[config.mk]
export PLATFORM = sky130hd
export DESIGN_NAME = timebase_prescaler
export DESIGN_NICKNAME = d
export VERILOG_FILES = /design/src/rtl/tbase_pkg.sv /design/src/rtl/rate_select.sv /design/src/rtl/frac_accum.sv /design/src/rtl/tap_counter.sv /design/src/rtl/timebase_prescaler.sv
export SDC_FILE = /design/constraint.sdc
export NUM_CORES = 1
export LEC_CHECK = 0
export ABC_AREA = 0
export BUFFER_PORTS_ARGS = -buffer_cell sky130_fd_sc_hd__buf_2
export CAP_MARGIN = 10
export CORE_MARGIN = 2
export CORE_UTILIZATION = 29
export DETAILED_ROUTE_END_ITERATION = 8
export GPL_TIMING_DRIVEN = 0
export HOLD_SLACK_MARGIN = 0.15
export PLACE_DENSITY = 0.44
export SLEW_MARGIN = 5
export SYNTH_ARGS = -nofsm -noshare
export SYNTH_HDL_FRONTEND = slang
export SYNTH_SLANG_ARGS = --single-unit
[constraint.sdc]
create_clock -name clk -period 3.65 [get_ports clk]
set_input_delay 0.365 -clock clk [delete_from_list [all_inputs] [get_ports clk]]
set_output_delay 0.365 -clock clk [all_outputs]
set_load 0.01 [all_outputs]
[src/rtl/tbase_pkg.sv]
package tbase_pkg;

    // Input-rate codes carried on rate_sel
    typedef enum logic [2:0] {
        RATE_XTAL_LO = 3'd0,
        RATE_MHZ_X1  = 3'd1,
        RATE_MHZ_X2  = 3'd2,
        RATE_MHZ_X4  = 3'd3,
        RATE_LINE_A  = 3'd4,
        RATE_LINE_B  = 3'd5,
        RATE_RSVD_6  = 3'd6,
        RATE_RSVD_7  = 3'd7
    } rate_sel_e;

endpackage

[src/rtl/rate_select.sv]
module rate_select
    import tbase_pkg::*;
#(
    parameter int XTAL_LO_HZ = 32768,
    parameter int MHZ_BASE   = 1000000,
    parameter int LINE_A_HZ  = 50,
    parameter int LINE_B_HZ  = 60,
    parameter int ACC_W      = 24
) (
    input  logic             clk,
    input  logic             rst_n,
    input  logic [2:0]       rate_sel,
    output logic [ACC_W-1:0] modulus,
    output logic             restart
);

    typedef struct packed {
        logic [2:0] sel;
    } state_t;

    state_t s_d, s_q;

    always_comb begin
        s_d     = s_q;
        s_d.sel = rate_sel;
        restart = (rate_sel != s_q.sel);
        case (rate_sel_e'(rate_sel))
            RATE_MHZ_X1: modulus = ACC_W'(MHZ_BASE);
            RATE_MHZ_X2: modulus = ACC_W'(2 * MHZ_BASE);
            RATE_MHZ_X4: modulus = ACC_W'(4 * MHZ_BASE);
            RATE_LINE_A: modulus = ACC_W'(LINE_A_HZ);
            RATE_LINE_B: modulus = ACC_W'(LINE_B_HZ);
            default:     modulus = ACC_W'(XTAL_LO_HZ);
        endcase
    end

    always_ff @(posedge clk or negedge rst_n) begin
        if (!rst_n) s_q <= '0;
        else        s_q <= s_d;
    end

    // a code that was stable over the last edge raises no restart
    a_r9_stable_no_restart: assert property (@(posedge clk) disable iff (!rst_n)
        ($stable(rate_sel) && !$past(restart)) |-> !restart);

endmodule

[src/rtl/frac_accum.sv]
module frac_accum #(
    parameter int TAP_BITS = 5,
    parameter int ACC_W    = 24
) (
    input  logic             clk,
    input  logic             rst_n,
    input  logic             restart,
    input  logic [ACC_W-1:0] modulus,
    output logic             step_now,
    output logic             tick_fast
);

    localparam int             INC_I = 2 ** TAP_BITS;
    localparam logic [ACC_W-1:0] INC = ACC_W'(INC_I);

    typedef struct packed {
        logic [ACC_W-1:0] acc;
        logic             fast;
    } state_t;

    state_t           s_d, s_q;
    logic [ACC_W-1:0] sum;

    always_comb begin
        s_d      = s_q;
        sum      = s_q.acc + INC;
        step_now = !restart && (sum >= modulus);
        if (restart)       s_d.acc = '0;
        else if (step_now) s_d.acc = sum - modulus;
        else               s_d.acc = sum;
        s_d.fast = step_now;
    end

    always_ff @(posedge clk or negedge rst_n) begin
        if (!rst_n) s_q <= '0;
        else        s_q <= s_d;
    end

    assign tick_fast = s_q.fast;

    // the running remainder stays below the selected rate
    a_r7_acc_bounded: assert property (@(posedge clk) disable iff (!rst_n)
        !restart |-> (s_q.acc < modulus));

endmodule

[src/rtl/tap_counter.sv]
module tap_counter #(
    parameter int TAP_BITS = 5
) (
    input  logic                clk,
    input  logic                rst_n,
    input  logic                restart,
    input  logic                step,
    output logic [TAP_BITS-1:0] taps,
    output logic                tick_sec
);

    typedef struct packed {
        logic [TAP_BITS-1:0] cnt;
        logic                sec;
    } state_t;

    state_t s_d, s_q;

    always_comb begin
        s_d     = s_q;
        s_d.sec = 1'b0;
        if (restart) begin
            s_d.cnt = '0;
        end else if (step) begin
            s_d.cnt = s_q.cnt + 1'b1;
            s_d.sec = &s_q.cnt;
        end
    end

    always_ff @(posedge clk or negedge rst_n) begin
        if (!rst_n) s_q <= '0;
        else        s_q <= s_d;
    end

    assign taps     = s_q.cnt;
    assign tick_sec = s_q.sec;

    // the second strobe never lasts two cycles
    a_r6_single_cycle: assert property (@(posedge clk) disable iff (!rst_n)
        tick_sec |=> !tick_sec);

    // the tap count has just wrapped when the second strobe shows
    a_r8_taps_zero_at_sec: assert property (@(posedge clk) disable iff (!rst_n)
        tick_sec |-> (taps == '0));

endmodule

[src/rtl/timebase_prescaler.sv]
module timebase_prescaler #(
    parameter int XTAL_LO_HZ = 32768,
    parameter int MHZ_BASE   = 1000000,
    parameter int LINE_A_HZ  = 50,
    parameter int LINE_B_HZ  = 60,
    parameter int TAP_BITS   = 5
) (
    input  logic                clk,
    input  logic                rst_n,
    input  logic [2:0]          rate_sel,
    output logic                tick_sec,
    output logic                tick_fast,
    output logic [TAP_BITS-1:0] taps
);

    localparam int MAX_A = (XTAL_LO_HZ > 4 * MHZ_BASE) ? XTAL_LO_HZ : 4 * MHZ_BASE;
    localparam int MAX_B = (LINE_A_HZ > LINE_B_HZ) ? LINE_A_HZ : LINE_B_HZ;
    localparam int MAX_F = (MAX_A > MAX_B) ? MAX_A : MAX_B;
    localparam int ACC_W = $clog2(MAX_F + 2 ** TAP_BITS) + 1;

    logic [ACC_W-1:0] modulus;
    logic             restart;
    logic             step_now;

    rate_select #(
        .XTAL_LO_HZ (XTAL_LO_HZ),
        .MHZ_BASE   (MHZ_BASE),
        .LINE_A_HZ  (LINE_A_HZ),
        .LINE_B_HZ  (LINE_B_HZ),
        .ACC_W      (ACC_W)
    ) u_sel (
        .clk      (clk),
        .rst_n    (rst_n),
        .rate_sel (rate_sel),
        .modulus  (modulus),
        .restart  (restart)
    );

    frac_accum #(
        .TAP_BITS (TAP_BITS),
        .ACC_W    (ACC_W)
    ) u_acc (
        .clk       (clk),
        .rst_n     (rst_n),
        .restart   (restart),
        .modulus   (modulus),
        .step_now  (step_now),
        .tick_fast (tick_fast)
    );

    tap_counter #(
        .TAP_BITS (TAP_BITS)
    ) u_taps (
        .clk      (clk),
        .rst_n    (rst_n),
        .restart  (restart),
        .step     (step_now),
        .taps     (taps),
        .tick_sec (tick_sec)
    );

    // a second strobe always coincides with a fast strobe
    a_r7_sec_on_fast: assert property (@(posedge clk) disable iff (!rst_n)
        tick_sec |-> tick_fast);

    // a rate change leaves the tap counter cleared with no strobe
    a_r9_clear_on_change: assert property (@(posedge clk) disable iff (!rst_n)
        restart |=> (taps == '0 && !tick_sec && !tick_fast));

endmodule

; Word-level counts from Yosys, hierarchy flattened
; Index checks and enable logic that the tools add are counted.
[word_totals]
reg_bits = 33
output_inout_bits = 7
wordCells = 25
[classes]
addsub = 3
n_lt_le_gt_ge = 1
eq_ne = 6
n_mux = 6
n_reduce_logical = 4
[ops]
columns = operator, count
row1 = $pmux W22 S5, 1
row2 = $mux W23, 2
row3 = $add A23 B6 Y23 const B, 1
row4 = $ge A23 B22 Y1, 1
row5 = $sub A23 B22 Y23, 1
row6 = $eq A3 B2 Y1 const B, 2
row7 = $eq A3 B3 Y1 const B, 2
row8 = $mux W6, 1
row9 = $add A5 B1 Y5 const B, 1
row10 = $mux W5, 1
row11 = $reduce_and A5 Y1, 1
row12 = $eq A3 B1 Y1 const B, 1
row13 = $ne A3 B3 Y1, 1
row14 = $reduce_bool A2 Y1, 1
row15 = $logic_and A1 B1 Y1, 1
row16 = $logic_not A1 Y1, 1
row17 = $mux W1, 1

; Logic depth before layout (Yosys ltp)
[depth]
word_depth = 6
depth_mapped = 16
depth_no_buf = 16

; By module
; From an unflattened synthesis, not the netlist that was laid out.
[hier_totals]
cells_unflattened = 395
area_unflattened_um2 = 3181.8
[modules_own_cells]
columns = module, n_inst, cells_per_inst, area_per_inst_um2, seq_area_each_um2
row1 = frac_accum, 1, 336, 2588.7, 600.6
row2 = tap_counter, 1, 25, 309.0, 150.1
row3 = rate_select, 1, 34, 284.0, 75.1

; Least setup slack after synthesis
; No wires, ideal clock.
[synth_timing]
path_type = register to register
from = reg u_acc.s_q[6] in the netlist's numbering
to = reg u_acc.s_q[14] in the netlist's numbering
arrival_ps = 2913
path_slack_ps = 605
stages_incl_launch_ff = 15
path_buffers = 2
synth_period_minus_slack_ps = 3045
cell_sequence = dfrtp_1 -> and2_1 -> clkbuf_1 -> nand4_4 -> xnor2_1 -> ha_1 -> a21oi_1 -> o21ai_0 -> a31oi_1 -> o21ai_0 -> a2111oi_4 -> buf_4 -> a21oi_1 -> xor2_1 -> nor2_1
[synth_lines]
columns = item, line
row1 = "start, declared", frac_accum.sv:21  ; state_t s_d, s_q;
row2 = "start signal, assigned", frac_accum.sv:35  ; if (!rst_n) s_q <= '0;
row3 = "start signal, assigned", frac_accum.sv:36  ; else s_q <= s_d;

==> results.py <==
metrics = {
    "clocking": {
        "clk_pin_slew_ps": 90,
        "clk_latency_ps": 300,
        "clock-sinks": 32,
        "clock_path_buffers": 2,
        "cts_buffers": 5,
        "root_buffer": "clkbuf_8",
        "cts_max_level": 2,
        "cts_tree": "built",
    },
    "yosys": {
        "ys_ff_latch": 32,
        "yosysTopAreaCellShare": 0.287,
        "synth.area.top_cells": "dfrtp_1, ha_1, xnor2_1",
        "syn_inst": 324,
        "yosysTopAreaCell": "dfrtp_1",
        "synth_top_flop_cell": "dfrtp_1",
        "syn_area_um2": 2790,
        "synthArstFlopShare": 1.00,
        "synth_fp_nets": 352,
        "yosysUniqueCellTypes": 56,
        "synth_edf_count": 0,
        "syn_avg_cell_area_um2": 8.61,
        "yosys_warnings": 0,
        "ys_seq_area_frac": 0.287,
    },
    "worst_setup_path": {
        "r2r_slack_ps": 170,
        "critPathCaptureType": "flop",
        "endpoint": "u_taps.tick_sec",
        "arrival_ps": 3670,
        "critPathMaxFanout": 5,
        "path_class": "flop to flop",
        "startpoint": "u_acc.s_q[11]",
        "reg2reg_to": "u_taps.tick_sec",
        "required_ps": 3840,
        "worst_r2r_path_depth": 13,
        "start_kind": "flop",
        "regToRegStartpoint": "u_acc.s_q[11]",
    },
    "global_route": {
        "grt.total_usage": 0.158,
        "antenna_found_initial": 0,
        "grt-ovfl-total": 0,
        "busiest_layer": "met2",
        "grt_max_degree": 33,
        "use_met3": 0.0205,
        "grt_pass1_wl_mm": 12.7,
        "grt_pass1_vias": 2370,
        "grt_use_met1": 0.224,
        "met2_usage": 0.259,
    },
    "floorplan": {
        "std_cell_rows": 35,
        "die_h_um": 102,
        "pin_count": 12,
        "core-area_um2": 9280,
        "fp.dieW_um": 102,
        "initial_utilization": 0.301,
        "design.die.area_um2": 10400,
    },
    "placement": {
        "postPlaceCellArea_um2": 3010,
        "dp_hpwl_mm": 5.76,
        "port_buffers": 11,
        "dp.cells": 464,
        "finalWeightedCongestion": 0.767,
    },
    "layout": {
        "stdcell_count": 483,
        "fin_area_um2": 3230,
        "syn_to_final_growth_pct": 15.7,
        "drive_above_1_share": 0.192,
        "final_nets": 381,
        "final_common_cell": "a21oi_1",
        "mostFrequentLayoutCells": "a21oi_1, nand2_1, nor2_1",
        "num_antenna_cells": 0,
    },
    "timing": {
        "slew_violations": 0,
        "fmax_mhz": 288,
        "whs_ps": 132,
        "min_period_over_period": 0.952,
        "finalSetupTns_ps": 0,
        "fin_crit_ps": 3480,
        "final-hold-violation-count": 0,
        "worst_pin_slew_ps": 765,
        "setup_violations": 0,
        "slew_headroom": 0.490,
        "fin_worst_skew_ps": 14.7,
    },
    "outcome": {
        "status": "completed",
    },
    "detailed_routing": {
        "drc": 0,
        "wl_mm": 7.77,
        "via_per_inst": 5.02,
        "first_pass_iters": 4,
        "final_antenna_net_count": 0,
        "wl_per_cell_um": 16.1,
        "vias": 2425,
        "drt-initial-drc-count": 73,
    },
    "worst_hold_path": {
        "hp-class": "primary input to asynchronous set/reset pin",
    },
    "pwr": {
        "leakage_nw": 1.51,
        "peakVddDrop_uv": 209,
        "power_per_cell_area_nw_per_um2": 283,
    },
    "flow_run": {
        "maxCapViolations": 0,
    },
}
[stage by stage]
step	setup slack (ps)	utilization	power, W
after floorplan	605	-	0.000554
after global placement	-264	0.324	0.000619
after detailed placement	-205	0.324	0.000618
after CTS	26.6	0.336	0.000924
after global routing	-6.53	0.348	0.000969
final	174	0.348	0.000913
[where the power goes]
| part | switching (W) | leakage (nW) | internal [W] |
|---|---|---|---|
| clock network | 0.000163 | 0.0404 | 0.000135 |
| registers | 0.00000459 | 0.431 | 0.000360 |
| logic | 0.000150 | 1.04 | 0.0000996 |
[routing by layer]
| metal | up-vias | share of wire |
|---|---|---|
| li1 | 1216 | - |
| met4 | 0 | 0.016 |
| met5 | - | 0 |
| met1 | 1161 | 0.49 |
| met2 | 35 | 0.46 |
| met3 | 13 | 0.033 |
[synth_stat cells, types with 3 or more instances]
library cell	n
a21oi_1	32
a31oi_1	6
nand2_1	30
dfrtp_1	32
or3_1	6
nand4_1	5
a21o_1	11
and3_1	7
nand3_1	15
o22ai_1	3
o21ai_0	9
or2_2	3
ha_1	22
and2_1	5
nand2b_1	9
inv_1	12
buf_2	3
o21bai_1	4
nor2_1	30
xnor2_1	23
clkbuf_1	5
xor2_1	11
[worst min-delay path by stage]
stage           from       endpoint  slack, ps  depth (start not counted)
5_1_grt        rst_n   u_acc.s_q[5]        190                          1
6_report       rst_n   u_acc.s_q[3]        130                          1
4_1_cts        rst_n   u_acc.s_q[3]        160                          1
3_3_place_gp   rst_n   u_acc.s_q[3]        490                          1
3_5_place_dp   rst_n   u_acc.s_q[3]        490                          1
2_1_floorplan  rst_n  u_acc.s_q[10]         70                          0
[state kept, by name (all words and copies together) (netlist names)]
name             cells
u_acc.s_q           22
u_acc.tick_fast      1
u_sel.s_q            3
u_taps.taps          5
u_taps.tick_sec      1
[final cells by class]
class,count,area [um^2]
buffer,9,55.1
clock buffer,5,68.8
timing repair buffer,23,145
clock inverter,3,23.8
inverter,12,45.0
multi-input combinational,270,1920
fill,1029,6050
tap,129,161
sequential,32,807
[kinds of logic (layout without fill, tap and decap cells)]
kind of cell               count (synthesis)  in the layout  synth area share
adders and majority gates                 23             23             0.106
and+or+nand+nor                          125            125             0.242
AOI/OAI and AO/OA                         85             85             0.210
xor gates and xnor gates                  35             35             0.113
buffers and inverters                     22             52            0.0350
muxes                                      2              2           0.00718
DFF                                       32             32             0.287
[critical path, cell delays in order, from the launching register on]
cell	delay [ps]
dfrtp_1	410
and4_4	300
nand4_4	170
xnor2_2	200
ha_1	370
a21oi_2	210
o21ai_0	180
a31oi_1	240
o21ai_1	150
a2111oi_4	480
nand2_2	160
nand2b_1	260
inv_1	90
and2_1	160
[what timing repair did]
item | 4_1_cts | 5_1_grt
hold buffers | 0 | 0
endpoints found under the setup margin | 29 | 28
hold endpoints to repair | 0 | 0
pin swaps | 1 | 3
setup buffers | 0 | 12
resized for setup | 8 | 12
(Power assumes the default switching activity.)
